`config.mk`:
```
export PLATFORM = sky130hd
export DESIGN_NAME = mcrx_fifo
export DESIGN_NICKNAME = d
export VERILOG_FILES = /design/src/rtl/mcrx_pkg.sv /design/src/rtl/mcrx_dpram.sv /design/src/rtl/mcrx_chan_state.sv /design/src/rtl/mcrx_fifo.sv
export SDC_FILE = /design/constraint.sdc
export NUM_CORES = 1
export LEC_CHECK = 0
export CAP_MARGIN = 25
export CORE_MARGIN = 4
export CORE_UTILIZATION = 50
export CTS_CLUSTER_DIAMETER = 50
export DETAILED_ROUTE_END_ITERATION = 8
export PLACE_DENSITY = 0.66
export SYNTH_ARGS = -nofsm -noshare
export SYNTH_HDL_FRONTEND = slang
export SYNTH_HIERARCHICAL = 1
export SYNTH_SLANG_ARGS = --single-unit
```
`constraint.sdc`:
```
create_clock -name clk -period 6.4 [get_ports clk]
set_input_delay 0.64 -clock clk [delete_from_list [all_inputs] [get_ports clk]]
set_output_delay 0.64 -clock clk [all_outputs]
set_load 0.01 [all_outputs]
```
`src/rtl/mcrx_pkg.sv`:
```
package mcrx_pkg;

    // width able to hold every occupancy value 0..depth of one channel
    function automatic int occ_width(input int num_ch, input int total_words);
        return $clog2(total_words / num_ch + 1);
    endfunction

    typedef enum logic [1:0] {
        RK_NONE = 2'd0,
        RK_DATA = 2'd1,
        RK_STAT = 2'd2
    } rd_kind_e;

endpackage

```
`src/rtl/mcrx_dpram.sv`:
```
module mcrx_dpram #(
    parameter int WORDS  = 64,
    parameter int DATA_W = 16,
    localparam int ADDR_W = $clog2(WORDS)
) (
    input  logic              clk,
    input  logic              we_i,
    input  logic [ADDR_W-1:0] waddr_i,
    input  logic [DATA_W-1:0] wdata_i,
    input  logic              re_i,
    input  logic [ADDR_W-1:0] raddr_i,
    output logic [DATA_W-1:0] rdata_o
);

    logic [DATA_W-1:0] mem_q [WORDS];
    logic [DATA_W-1:0] rdata_q;

    always_ff @(posedge clk) begin
        if (we_i) begin
            mem_q[waddr_i] <= wdata_i;
        end
        if (re_i) begin
            rdata_q <= mem_q[raddr_i];
        end
    end

    assign rdata_o = rdata_q;

endmodule

```
`src/rtl/mcrx_chan_state.sv`:
```
module mcrx_chan_state #(
    parameter int DEPTH = 16,
    localparam int PTR_W = $clog2(DEPTH),
    localparam int CNT_W = $clog2(DEPTH + 1)
) (
    input  logic             clk,
    input  logic             rst_n,
    input  logic             push_i,
    input  logic             pop_i,
    output logic [PTR_W-1:0] wptr_o,
    output logic [PTR_W-1:0] rptr_o,
    output logic [CNT_W-1:0] count_o
);

    typedef struct packed {
        logic [PTR_W-1:0] wptr;
        logic [PTR_W-1:0] rptr;
        logic [CNT_W-1:0] count;
    } chan_t;

    chan_t s_d, s_q;

    always_comb begin
        s_d = s_q;
        if (push_i) begin
            s_d.wptr = (s_q.wptr == PTR_W'(DEPTH - 1)) ? '0 : s_q.wptr + 1'b1;
        end
        if (pop_i) begin
            s_d.rptr = (s_q.rptr == PTR_W'(DEPTH - 1)) ? '0 : s_q.rptr + 1'b1;
        end
        case ({push_i, pop_i})
            2'b10:   s_d.count = s_q.count + 1'b1;
            2'b01:   s_d.count = s_q.count - 1'b1;
            default: s_d.count = s_q.count;
        endcase
    end

    always_ff @(posedge clk) begin
        if (!rst_n) begin
            s_q <= '0;
        end else begin
            s_q <= s_d;
        end
    end

    assign wptr_o  = s_q.wptr;
    assign rptr_o  = s_q.rptr;
    assign count_o = s_q.count;

    assert_no_overflow_R3: assert property (@(posedge clk) disable iff (!rst_n)
        s_q.count <= CNT_W'(DEPTH));
    assert_push_not_full_R3: assert property (@(posedge clk) disable iff (!rst_n)
        push_i |-> (s_q.count != CNT_W'(DEPTH)));
    assert_pop_not_empty_R4: assert property (@(posedge clk) disable iff (!rst_n)
        pop_i |-> (s_q.count != '0));
    assert_pushpop_steady_R8: assert property (@(posedge clk) disable iff (!rst_n)
        (push_i && pop_i) |=> $stable(s_q.count));

endmodule

```
`src/rtl/mcrx_fifo.sv`:
```
module mcrx_fifo #(
    parameter int NUM_CH      = 4,
    parameter int TOTAL_WORDS = 64,
    parameter int DATA_W      = 16,
    localparam int DEPTH  = TOTAL_WORDS / NUM_CH,
    localparam int CH_W   = $clog2(NUM_CH),
    localparam int SEL_W  = CH_W + 1,
    localparam int PTR_W  = $clog2(DEPTH),
    localparam int ADDR_W = $clog2(TOTAL_WORDS),
    localparam int CNT_W  = mcrx_pkg::occ_width(NUM_CH, TOTAL_WORDS)
) (
    input  logic              clk,
    input  logic              rst_n,
    input  logic [SEL_W-1:0]  wr_ch,
    input  logic              wr_burst,
    input  logic              wr_req,
    input  logic [DATA_W-1:0] wr_data,
    output logic              wr_ack,
    output logic              wr_err,
    output logic              wr_ch_ok,
    output logic              wr_full,
    output logic              wr_afull,
    output logic              wr_hfull,
    output logic [CNT_W-1:0]  wr_vacancy,
    input  logic [SEL_W-1:0]  rd_ch,
    input  logic              rd_burst,
    input  logic              rd_data_req,
    input  logic              rd_stat_req,
    output logic              rd_ack,
    output logic              rd_err,
    output logic              rd_ch_ok,
    output logic [DATA_W-1:0] rd_data
);

    import mcrx_pkg::*;

    typedef struct packed {
        logic              wr_ack;
        logic              wr_err;
        logic              rd_ack;
        logic              rd_err;
        logic              sel_stat;
        logic [DATA_W-1:0] stat_val;
    } top_t;

    top_t t_d, t_q;

    logic [PTR_W-1:0] wptr  [NUM_CH];
    logic [PTR_W-1:0] rptr  [NUM_CH];
    logic [CNT_W-1:0] count [NUM_CH];
    logic [NUM_CH-1:0] push_vec, pop_vec;

    logic [CH_W-1:0]   wr_idx, rd_idx;
    logic [CNT_W-1:0]  wr_cnt, rd_cnt;
    logic              wr_live, rd_live, push_ok, pop_ok, stat_ok;
    rd_kind_e          rd_kind;
    logic [ADDR_W-1:0] mem_waddr, mem_raddr;
    logic [DATA_W-1:0] mem_dout;

    // channel decode and selected-channel occupancy
    always_comb begin
        wr_idx   = wr_ch[CH_W-1:0];
        rd_idx   = rd_ch[CH_W-1:0];
        wr_ch_ok = (int'(wr_ch) < NUM_CH);
        rd_ch_ok = (int'(rd_ch) < NUM_CH);
        wr_cnt   = wr_ch_ok ? count[wr_idx] : '0;
        rd_cnt   = rd_ch_ok ? count[rd_idx] : '0;
    end

    // continuous flags for the write-side channel
    always_comb begin
        wr_full    = wr_ch_ok && (wr_cnt == CNT_W'(DEPTH));
        wr_afull   = wr_ch_ok && (wr_cnt == CNT_W'(DEPTH - 1));
        wr_hfull   = wr_ch_ok && ((int'(wr_cnt) * 2) >= DEPTH);
        wr_vacancy = wr_ch_ok ? CNT_W'(DEPTH) - wr_cnt : '0;
    end

    // request qualification, acceptance and next registered state
    always_comb begin
        wr_live = wr_req && (wr_burst || !(t_q.wr_ack || t_q.wr_err));
        rd_live = (rd_data_req || rd_stat_req)
                  && (rd_burst || !(t_q.rd_ack || t_q.rd_err));
        if (!rd_live)         rd_kind = RK_NONE;
        else if (rd_stat_req) rd_kind = RK_STAT;
        else                  rd_kind = RK_DATA;

        push_ok = wr_live && wr_ch_ok && !wr_full;
        pop_ok  = (rd_kind == RK_DATA) && rd_ch_ok && (rd_cnt != '0);
        stat_ok = (rd_kind == RK_STAT) && rd_ch_ok;

        t_d          = t_q;
        t_d.wr_ack   = push_ok;
        t_d.wr_err   = wr_live && !push_ok;
        t_d.rd_ack   = pop_ok || stat_ok;
        t_d.rd_err   = rd_live && !(pop_ok || stat_ok);
        t_d.sel_stat = stat_ok;
        t_d.stat_val = stat_ok ? DATA_W'(rd_cnt) : '0;

        mem_waddr = ADDR_W'(int'(wr_idx) * DEPTH + int'(wptr[wr_idx]));
        mem_raddr = ADDR_W'(int'(rd_idx) * DEPTH + int'(rptr[rd_idx]));
    end

    always_ff @(posedge clk) begin
        if (!rst_n) begin
            t_q <= '0;
        end else begin
            t_q <= t_d;
        end
    end

    for (genvar g = 0; g < NUM_CH; g++) begin : g_chan
        assign push_vec[g] = push_ok && (wr_idx == CH_W'(g));
        assign pop_vec[g]  = pop_ok  && (rd_idx == CH_W'(g));
        mcrx_chan_state #(.DEPTH(DEPTH)) u_state (
            .clk     (clk),
            .rst_n   (rst_n),
            .push_i  (push_vec[g]),
            .pop_i   (pop_vec[g]),
            .wptr_o  (wptr[g]),
            .rptr_o  (rptr[g]),
            .count_o (count[g])
        );
    end

    mcrx_dpram #(.WORDS(TOTAL_WORDS), .DATA_W(DATA_W)) u_mem (
        .clk     (clk),
        .we_i    (push_ok),
        .waddr_i (mem_waddr),
        .wdata_i (wr_data),
        .re_i    (pop_ok),
        .raddr_i (mem_raddr),
        .rdata_o (mem_dout)
    );

    assign wr_ack  = t_q.wr_ack;
    assign wr_err  = t_q.wr_err;
    assign rd_ack  = t_q.rd_ack;
    assign rd_err  = t_q.rd_err;
    assign rd_data = !t_q.rd_ack ? '0 : (t_q.sel_stat ? t_q.stat_val : mem_dout);

    assert_bad_wr_ch_R2: assert property (@(posedge clk) disable iff (!rst_n)
        (wr_req && !wr_ch_ok) |=> !wr_ack);
    assert_bad_rd_ch_R2: assert property (@(posedge clk) disable iff (!rst_n)
        ((rd_data_req || rd_stat_req) && !rd_ch_ok) |=> !rd_ack);
    assert_full_no_room_R6: assert property (@(posedge clk) disable iff (!rst_n)
        wr_full |-> (wr_vacancy == '0) && !wr_afull);
    assert_stat_range_R5: assert property (@(posedge clk) disable iff (!rst_n)
        (rd_ack && t_q.sel_stat) |-> (rd_data <= DATA_W'(DEPTH)));
    assert_held_ignored_R7: assert property (@(posedge clk) disable iff (!rst_n)
        (wr_req && !wr_burst && (wr_ack || wr_err)) |=> !(wr_ack || wr_err));
    assert_one_answer_R3: assert property (@(posedge clk) disable iff (!rst_n)
        $onehot0({wr_ack, wr_err}) && $onehot0({rd_ack, rd_err}));

endmodule

```
Word-level counts from Yosys, hierarchy flattened:

Memories as Yosys holds them, arrays and structs flattened. A register that Yosys moved wholly into a read port is not among the register bits.
Index checks and enable logic that the tools add are counted.

* register bits after elaboration: 73
* bits in latches: 0
* memories: 1
* bits in read-only memories: 0
* memory bits (writable): 1024
* output and inout bits: 30

* divide/modulo/power cells: 0
* shifts and indexed selects: 0
* bitwise operators: 2
* equality and inequality tests: 26
* $lt $le $gt $ge: 5
* multiplexer cells: 33
* reductions and logical operators: 39
* multipliers: 0
* add/sub/neg operators: 19

Memory list
* u_mem.mem_q: depth 64, bits a word 16, read ports 1, clocked after memory_dff 1, write ports 1, line mcrx_dpram.sv:15 `logic [DATA_W-1:0] mem_q [WORDS];`

Operator list (number)
* $mux W4: 12
* $pmux W5 S2: 4
* $mux W5: 7
* $add A4 B1 Y4 const B: 8
* $eq A4 B4 Y1 const B: 8
* $mux W16: 2
* $add A5 B1 Y5 const B: 4
* $bmux W5 S2: 2
* $logic_and A1 B1 Y1: 20
* $sub A5 B1 Y5 const B: 4
* $eq A2 B2 Y1 const B: 9
* $bmux W4 S2: 2
* $eq A2 B1 Y1 const B: 7
* $add A6 B4 Y6: 2
* $reduce_bool A2 Y1: 4
* $ge A3 B3 Y1 const B: 2
* $ge A6 B5 Y1 const B: 1
* $logic_or A1 B1 Y1: 6
* $lt A3 B3 Y1 const B: 2
* $not A2 Y3: 2
* $eq A5 B4 Y1 const B: 1
* $eq A5 B5 Y1 const B: 1
* $logic_not A1 Y1: 5
* $reduce_bool A5 Y1: 1
* 5 further kinds: 8

Longest topological paths before layout:

Gate-level depths: netlist (run 1).

* depth after elaboration: 12
* gate-level depth with buffers: 20

Hierarchy:

The synthesis (run 1) kept the hierarchy.

By module, submodules not included
* mcrx_dpram: area each 40202.3 um2, sequential area each 31230.0 um2, times used 1, cells an instance 1829
* mcrx_chan_state: area each 769.5 um2, sequential area each 260.2 um2, times used 4, cells an instance 84
* mcrx_fifo: area each 1192.4 um2, sequential area each 200.2 um2, times used 1, cells an instance 117

Worst setup path after synthesis (run 1):

Ideal clock, no wire load.

* path kind: in2reg
* start: input port wr_ch[0]
* end: memory u_mem.mem_q[48][0] (enable)
* path slack: 2.390 ns
* path buffers: 1
* data required time: 5.991 ns
* stages on the path: 10
* arrival: 3.601 ns
* cells stage by stage: buf_4 mux4_2 and2_1 ha_1 nor2_1 nand3_1 inv_1 nor2b_1 nand4b_1 nor3_1

* word-level cells in the longest chain between the ends: 11

RTL lines
* start, declared: line mcrx_fifo.sv:14 `input logic [SEL_W-1:0] wr_ch,`
* $not A2 Y3 (not written as such): line mcrx_fifo.sv:66 `wr_cnt = wr_ch_ok ? count[wr_idx] : '0;`
* $bmux W5 S2: line mcrx_fifo.sv:66
* $mux W5 (not written as such) (2 in a row): line mcrx_fifo.sv:66
* $mux W5: line mcrx_fifo.sv:66
* $eq A5 B5 Y1: line mcrx_fifo.sv:72 `wr_full = wr_ch_ok && (wr_cnt == CNT_W'(DEPTH));`
* $logic_and A1 B1 Y1: line mcrx_fifo.sv:72
* $logic_not A1 Y1: line mcrx_fifo.sv:87 `push_ok = wr_live && wr_ch_ok && !wr_full;`
* $logic_and A1 B1 Y1 (*): line mcrx_fifo.sv:87
* named net push_ok: line mcrx_fifo.sv:55 `logic wr_live, rd_live, push_ok, pop_ok, stat_ok;`
* $mux W1 (*): line mcrx_dpram.sv:19 `if (we_i) begin`
* $mux W1 (not written as such) (*): line mcrx_dpram.sv:20 `mem_q[waddr_i] <= wdata_i;`
* end, declared: line mcrx_dpram.sv:15

The timed path passes the listed nets; every way through them passes the cells marked *. The select of a mux whose other input is x is not followed.

Final worst setup path (run 1):

* start: input port wr_ch[0]
* end: register g_chan[3].u_state.s_q, in the netlist g_chan[3].u_state/count_o[2]

* word-level cells in the longest chain between the ends: 12

RTL lines
* $not A2 Y3 (not written as such): line mcrx_fifo.sv:66
* $bmux W5 S2: line mcrx_fifo.sv:66
* $mux W5 (not written as such) (2 in a row): line mcrx_fifo.sv:66
* $mux W5: line mcrx_fifo.sv:66
* $eq A5 B5 Y1: line mcrx_fifo.sv:72
* $logic_and A1 B1 Y1: line mcrx_fifo.sv:72
* $logic_not A1 Y1: line mcrx_fifo.sv:87
* $logic_and A1 B1 Y1 (*): line mcrx_fifo.sv:87
* named net push_ok: line mcrx_fifo.sv:55
* $logic_and A1 B1 Y1 (*): line mcrx_fifo.sv:112 `assign push_vec[g] = push_ok && (wr_idx == CH_W'(g));`
* named net push_vec[3]: line mcrx_fifo.sv:51 `logic [NUM_CH-1:0] push_vec, pop_vec;`
* $eq A2 B1 Y1 or $eq A2 B2 Y1 (tied branches): line mcrx_chan_state.sv:31 `case ({push_i, pop_i})`
* $pmux W5 S2 or $reduce_bool A2 Y1 (tied branches)
* end signal, assigned: line mcrx_chan_state.sv:40 `s_q <= '0;`
* end signal, assigned: line mcrx_chan_state.sv:42 `s_q <= s_d;`
* end, declared: line mcrx_chan_state.sv:21 `chan_t s_d, s_q;`

Marked as above.
A chain may end at the register's enable or synchronous reset.

==> impl_metrics.csv, run 1 <==
group,metric,value,unit
grt,gr-total-overflow,0,
clock_network,cts_sinks,1102,
yosys,ys_types,65,
drt,routed_wl,106000,µm
timing,fmax,226,MHz
setup_path,startpoint_type,"input port",
grt,grt_max_degree,66,
clock_network,cts_made_buffers,113,
yosys,synth_area,44500,µm²
grt,met1_usage,0.317,
die,die_area,93800,µm²
timing,drv_slew,0,
yosys,avgSynthCellArea,19.5,µm²
yosys,ys_ff_latch,1102,
drt,num_vias,22800,
grt,antenna_found_initial,3,
clock_network,insertion_delay,0.67,ns
power_and_ir_drop,peakVddDrop,214,µV
die,start_util,0.503,
timing,rsz0062_at_grt,"no",
clock_network,clkTransAtPathRegs,0.05,ns
timing,finalSetupViolCount,0,
grt,grt_pass1_vias,22800,
clock_network,cts_tree,"done",
yosys,yosysSeqAreaShare,0.730,
clock_network,postCtsSetupBuffers,0,
grt,grt_pass1_wl,157000,µm
run_status,outcome,"finished, final reports clean",
flow_run,maxCapViolations,0,
drt,drc,0,
clock_network,cts_hold_buf,0,
setup_path,r2r_slack,2.13,ns
drt,dr.pass1.iters,5,
grt,use_met2,0.370,
timing,worst_pin_slew,0.978,ns
clock_network,cts_resized,0,
finish,fillers,6540,
timing,whs,0.555,ns
timing,relSlewSlack,0.344,
power_and_ir_drop,leakagePower,15.5,nW
finish,multiInputGateArea,11100,µm²
grt,grt_usage,0.227,
drt,ant_nets,0,
placement,hpwl,64400,µm
die,core,88400,µm²
power_and_ir_drop,powerDensity,294,nW/µm²
drt,drt_iter0_drc,2487,
yosys,synth_edf_count,1040,
yosys,ys_warn_count,6,
timing,worst_clock_skew,0.0273,ns
finish,area_growth,13.1,%
yosys,synth_top_flop_cell,"edfxtp_1",
timing,period_minus_slack,4.43,ns
setup_path,cp_max_fo,22,
die,die_w,306,µm
setup_path,crit_required,7.00,ns
timing,finalHoldViolCount,0,
setup_path,timing_worst_setup_path_type,"input port to flip-flop",
die,die_h,306,µm
clock_network,h-tree-depth,3,
setup_path,critPathCaptureType,"flip-flop",
die,pin_count,59,
drt,wl_per_cell,28.6,µm
clock_network,clock_path_buffers,3,
yosys,synth_fp_nets,2338,
finish,drive_above_1_share,0.236,
grt,top_usage_layer,"met2",
placement,portBuffers,58,
die,placementRows,109,
yosys,async_flop_share,0,
setup_path,crit_arrival,5.03,ns
min_path,hold_class,"flip-flop to flip-flop",
drt,vias_per_cell,6.13,
timing,min_period_over_period,0.692,
clock_network,root_buffer,"clkbuf_16",
yosys,synthCells,2282,
timing,setup_tns,0,ns
finish,seqCellArea,32500,µm²
finish,num-nets-final,2505,
grt,gr-usage-met3,0.0424,
placement,gp_congestion,0.849,
==> critical path, stage by stage <==
cell and delay [ns]:
clkdlybuf4s50_1 0.46, buf_4 0.27, mux4_2 0.57, and2_1 0.19
inv_1 0.06, ha_1 0.17, and2_1 0.14, ha_1 0.18
nor2_1 0.06, nand3_1 0.19, inv_1 0.18, and3_1 0.28
inv_1 0.19, ha_1 0.37, xor2_1 0.18, ha_1 0.20
a21oi_1 0.06, xor2_1 0.17, or3_1 0.31, a21boi_1 0.13
==> layout by cell type (no fill, tap or decap), types with 12 or more instances in the layout <==
master	count
bufinv_16	13
a22oi_1	39
nor2_1	90
xnor2_1	12
xor2_1	13
a21oi_1	37
mux4_2	234
nand4_1	30
clkinv_2	20
buf_2	18
buf_4	113
nand3_1	38
edfxtp_1	1040
nor2b_1	54
nand2_1	90
and2_1	44
dfxtp_1	62
clkbuf_16	117
ha_1	27
a311oi_1	13
o21ai_0	30
clkinv_1	27
a221oi_1	16
mux2i_1	106
clkbuf_1	12
mux2_2	27
clkdlybuf4s50_1	41
==> flip-flops by register name (all words and copies together), names as in the netlist <==
register and count:
u_mem/rdata_o 16, rd_err 1, g_chan.u_state/wptr_o 16, g_chan.u_state/count_o 20, rd_ack 1, wr_err 1
t_q 6, wr_ack 1, u_mem/mem_q 1024, g_chan.u_state/rptr_o 16
==> layout make-up <==
class | instances | share of cell area
multi-input cells | 1043 | 0.221
clock buffers | 130 | 0.0594
repair buffers | 179 | 0.0296
flip-flops and latches | 1102 | 0.645
well taps | 1165 | 0.0290
inverters | 10 | 0.000746
clock inverters | 81 | 0.0152
diodes | 1 | 0.0000497
==> kinds of logic (layout without fill, tap and decap cells) <==
logic type,Yosys count,in the layout,synth area share
AOI/OAI and AO/OA,213,213,0.0345
xor gates and xnor gates,25,25,0.00492
adders and majority gates,27,27,0.00760
buffers and inverters,137,400,0.0207
DFF,1102,1102,0.730
muxes,375,375,0.154
other,0,1,0
and+or+nand+nor,403,403,0.0485
==> layer usage <==
metal	share of wire	vias up
met2	0.49	900
met3	0.077	162
li1	-	9709
met1	0.40	12000
met5	0	-
met4	0.029	0
==> cells in the mapped netlist (5+ instances only) <==
cell | n | area [µm²]
a41oi_1 | 5 | 43.8
nor2b_1 | 55 | 344
buf_6 | 22 | 248
and4_1 | 6 | 52.6
inv_1 | 10 | 37.5
nand2b_1 | 5 | 31.3
a211oi_1 | 11 | 82.6
o211ai_1 | 5 | 37.5
nand3_1 | 38 | 190
a221o_1 | 6 | 60.1
mux2i_1 | 106 | 1060
edfxtp_1 | 1040 | 31200
a31oi_1 | 8 | 50.1
nor2_1 | 90 | 338
clkbuf_1 | 31 | 116
buf_2 | 41 | 205
or3_1 | 6 | 37.5
mux4_1 | 5 | 131
nor3_1 | 5 | 25.0
xor2_1 | 13 | 114
and2_1 | 44 | 275
xnor2_1 | 12 | 105
a22o_1 | 6 | 52.6
mux4_2 | 237 | 5340
mux2_2 | 27 | 304
a22oi_1 | 39 | 293
nand2_1 | 90 | 338
a221oi_1 | 16 | 140
nand4b_1 | 5 | 43.8
o21ai_0 | 30 | 150
nor4b_2 | 8 | 120
ha_1 | 27 | 338
a211o_1 | 8 | 70.1
a21oi_1 | 38 | 190
a311oi_1 | 13 | 114
dfxtp_1 | 62 | 1240
buf_12 | 5 | 100
nand4_1 | 30 | 188
buf_4 | 18 | 135
nand3b_1 | 6 | 45.0
==> power by group <==
group	internal (mW)	switching, mW
sequential	7.89	0.00835
clock	3.86	2.72
combinational	0.0755	0.228
==> path summary, 6_finish.rpt <==
path                                                  start                                   endpoint  depth (start not counted)
setup / recovery                                   wr_ch[0]  g_chan[3].u_state/count_o[2]$_SDFFE_PN0P_                         20
hold / removal    g_chan[3].u_state/count_o[4]$_SDFFE_PN0P_  g_chan[3].u_state/count_o[4]$_SDFFE_PN0P_                          2
setup reg to reg  g_chan[1].u_state/count_o[1]$_SDFFE_PN0P_  g_chan[1].u_state/count_o[2]$_SDFFE_PN0P_                         17
hold reg to reg   g_chan[3].u_state/count_o[4]$_SDFFE_PN0P_  g_chan[3].u_state/count_o[4]$_SDFFE_PN0P_                          2
==> through the flow <==
step           area, µm²   util  cells  setup slack (ns)  power (mW)
6_report           50300  0.569   3711              1.97        14.8
5_1_grt            50300  0.569   3710              1.65        15.2
4_1_cts            50300  0.569   3710              1.99        14.9
3_5_place_dp       46600  0.527   3499              1.28        8.36
3_3_place_gp       46600  0.527   3498              1.35        8.35
2_1_floorplan      44500      -   2282              2.39        8.15
Power figures use the tool's default switching activity.
==> inputs of run 2 (changes only) <==
==> constraint.sdc (replaced) <==
create_clock -name clk -period 4.35 [get_ports clk]
set_input_delay 0.435 -clock clk [delete_from_list [all_inputs] [get_ports clk]]
set_output_delay 0.435 -clock clk [all_outputs]
set_load 0.01 [all_outputs]
==> run 2 against run 1 <==
  * Die area unchanged
  * Largest power group unchanged
  * Clock-buffer cell count up 10
  * Critical path type is now flip-flop to flip-flop
  * Routed wire length up 0.93%
  * Core utilization up 0.86 points
  * Clock skew up 0.00077 ns
  * Largest cell class unchanged
==> impl_metrics.csv, run 2 (synthesis gave the netlist of run 1 again) <==
group,metric,value,unit
setup_path,r2r_cells,17,
finish,final_util,0.578,
finish,final_area,51100,µm²
grt,grt_pass1_wl,158000,µm
drt,dr.pass1.iters,7,
timing,fmax,252,MHz
drt,drc,0,
grt,antenna_found_initial,1,
drt,met3_wirelength,8420,µm
finish,regMostFlops,"u_mem/mem_q",
finish,num-nets-final,2581,
power_and_ir_drop,leakagePower,15.9,nW
power_and_ir_drop,power.share.clock,0.443,
timing,finalSetupViolCount,0,
power_and_ir_drop,pwr-share-seq,0.535,
clock_network,insertion_delay,0.68,ns
die,die_w,306,µm
setup_path,cp_slowest_cell,"dfxtp_1",
min_path,holdPathStages,1,
run_status,outcome,"finished, final reports clean",
drt,wl_per_cell,28.2,µm
finish,fillers,6443,
placement,gp_congestion,0.845,
clock_network,clkTransAtPathRegs,0.06,ns
clock_network,cts_made_buffers,115,
power_and_ir_drop,p_sw_frac,0.202,
clock_network,cts_tree,"done",
timing,min_period_over_period,0.912,
setup_path,critPathBufInv,2,
drt,routed.top_layer,"met4",
timing,worst_pin_slew,0.957,ns
finish,final_common_cell,"edfxtp_1",
timing,rsz0062_at_grt,"no",
drt,wl_met1,43400,µm
die,start_util,0.503,
drt,wl_met2,52900,µm
die,die_area,93800,µm²
timing,finalHoldViolCount,0,
power_and_ir_drop,powerDensity,426,nW/µm²
setup_path,crit_arrival,4.58,ns
placement,hpwl,67400,µm
setup_path,cp_cell_sequence,"mux4_2 > and2_1 > inv_1 > ha_1 > and2_1 > ha_1 > nor2_1 > nand3_1 > nor3b_1 > inv_1 > ha_1 > xor2_1 > ha_1 > a21oi_1 > xor2_1 > or3_1 > a21boi_1",
placement,place_ws,-0.0843,ns
power_and_ir_drop,pwr-share-comb,0.022,
setup_path,cpMostUsedCell,"ha_1",
setup_path,crit_required,4.96,ns
timing,worst_clock_skew,0.0281,ns
timing,setup_tns,0,ns
die,placementRows,109,
setup_path,path_delay_family,"simple AND/OR/NAND/NOR gates",
grt,grt_usage,0.229,
clock_network,cts_resized,0,
placement,portBuffers,58,
die,die_h,306,µm
setup_path,r2r_slack,0.38,ns
timing,period_minus_slack,3.97,ns
setup_path,timing_worst_setup_path_type,"flip-flop to flip-flop",
finish,area_growth,14.8,%
drt,vias_per_cell,6.11,
timing,drv_slew,0,
setup_path,cp_max_fo,9,
setup_path,worst-path-stages,17,
drt,ant_nets,0,
finish,drive_above_1_share,0.253,
placement,placed_area,47300,µm²
clock_network,root_buffer,"clkbuf_16",
grt,grt_pass1_vias,23500,
setup_path,critPathCaptureType,"flip-flop",
timing,fin_ws,0.383,ns
power_and_ir_drop,peakVddDrop,342,µV
die,pin_count,59,
setup_path,startpoint_type,"flip-flop",
clock_network,h-tree-depth,3,
drt,num_vias,23200,
grt,grt_max_degree,65,
finish,final_cell_mix,"edfxtp_1, mux4_2, buf_4, clkbuf_16, mux2i_1",
power_and_ir_drop,p_sw,4.40,mW
drt,routed_wl,107000,µm
timing,relSlewSlack,0.362,
min_path,hold_class,"input port to flip-flop",
drt,drt_iter0_drc,2464,
clock_network,clock_path_buffers,3,
setup_path,cpPeakStageDelay,0.55,ns
flow_run,maxCapViolations,0,
finish,largest_reg_flops,1024,
power_and_ir_drop,internal_power,17.3,mW
clock_network,cts_sinks,1102,
die,core,88400,µm²
grt,gr-total-overflow,0,
run 2: power groups by stage:
stage               sequential (mW)  combinational [mW]  clock [mW]
floorplan                      11.8               0.147           0
global placement               11.9               0.454           0
detailed placement             11.9               0.473           0
CTS                            11.6               0.474        9.79
global route                   11.6               0.502        10.3
finish                         11.6               0.472        9.64
run 2: cell type report:
class / count / area (µm²) / area share
Multi-Input combinational cell: 1043 / 11100 / 0.217
Sequential cell: 1102 / 32500 / 0.636
Clock inverter: 75 / 713 / 0.0140
Timing Repair Buffer: 253 / 2270 / 0.0445
Clock buffer: 140 / 3010 / 0.0590
Inverter: 10 / 37.5 / 0.000735
Antenna cell: 1 / 2.50 / 0.0000490
Tap cell: 1165 / 1460 / 0.0285
run 2: routing by layer:
layer | GRT usage | vias up
li1 | - | 9886
met1 | 0.328 | 12100
met2 | 0.374 | 988
met3 | 0.0370 | 165
met4 | 0.0551 | 0
met5 | 0 | -
run 2: what timing repair did:
| action | CTS | global route |
|---|---|---|
| endpoints found under the hold margin | 1 | 0 |
| hold buffers | 1 | 0 |
| buffers inserted | 0 | 0 |
run 2: through the flow:
step,instances,hold slack (ns),power (mW)
finish,3789,0.162,21.7
detailed placement,3570,0.556,12.3
floorplan,2282,0.483,12.0
global route,3788,0.148,22.4
global placement,3568,0.534,12.3
CTS,3786,0.134,21.9
run 2: path summary, 6_finish.rpt:
path | start | end
worst min register to register | g_chan[2].u_state/count_o[4]$_SDFFE_PN0P_ | g_chan[2].u_state/count_o[4]$_SDFFE_PN0P_
worst max register to register | g_chan[2].u_state/count_o[1]$_SDFFE_PN0P_ | g_chan[1].u_state/count_o[2]$_SDFFE_PN0P_
worst min-delay path | wr_data[6] | u_mem/mem_q[24][6]$_DFFE_PP_
worst max-delay path | g_chan[2].u_state/count_o[1]$_SDFFE_PN0P_ | g_chan[1].u_state/count_o[2]$_SDFFE_PN0P_
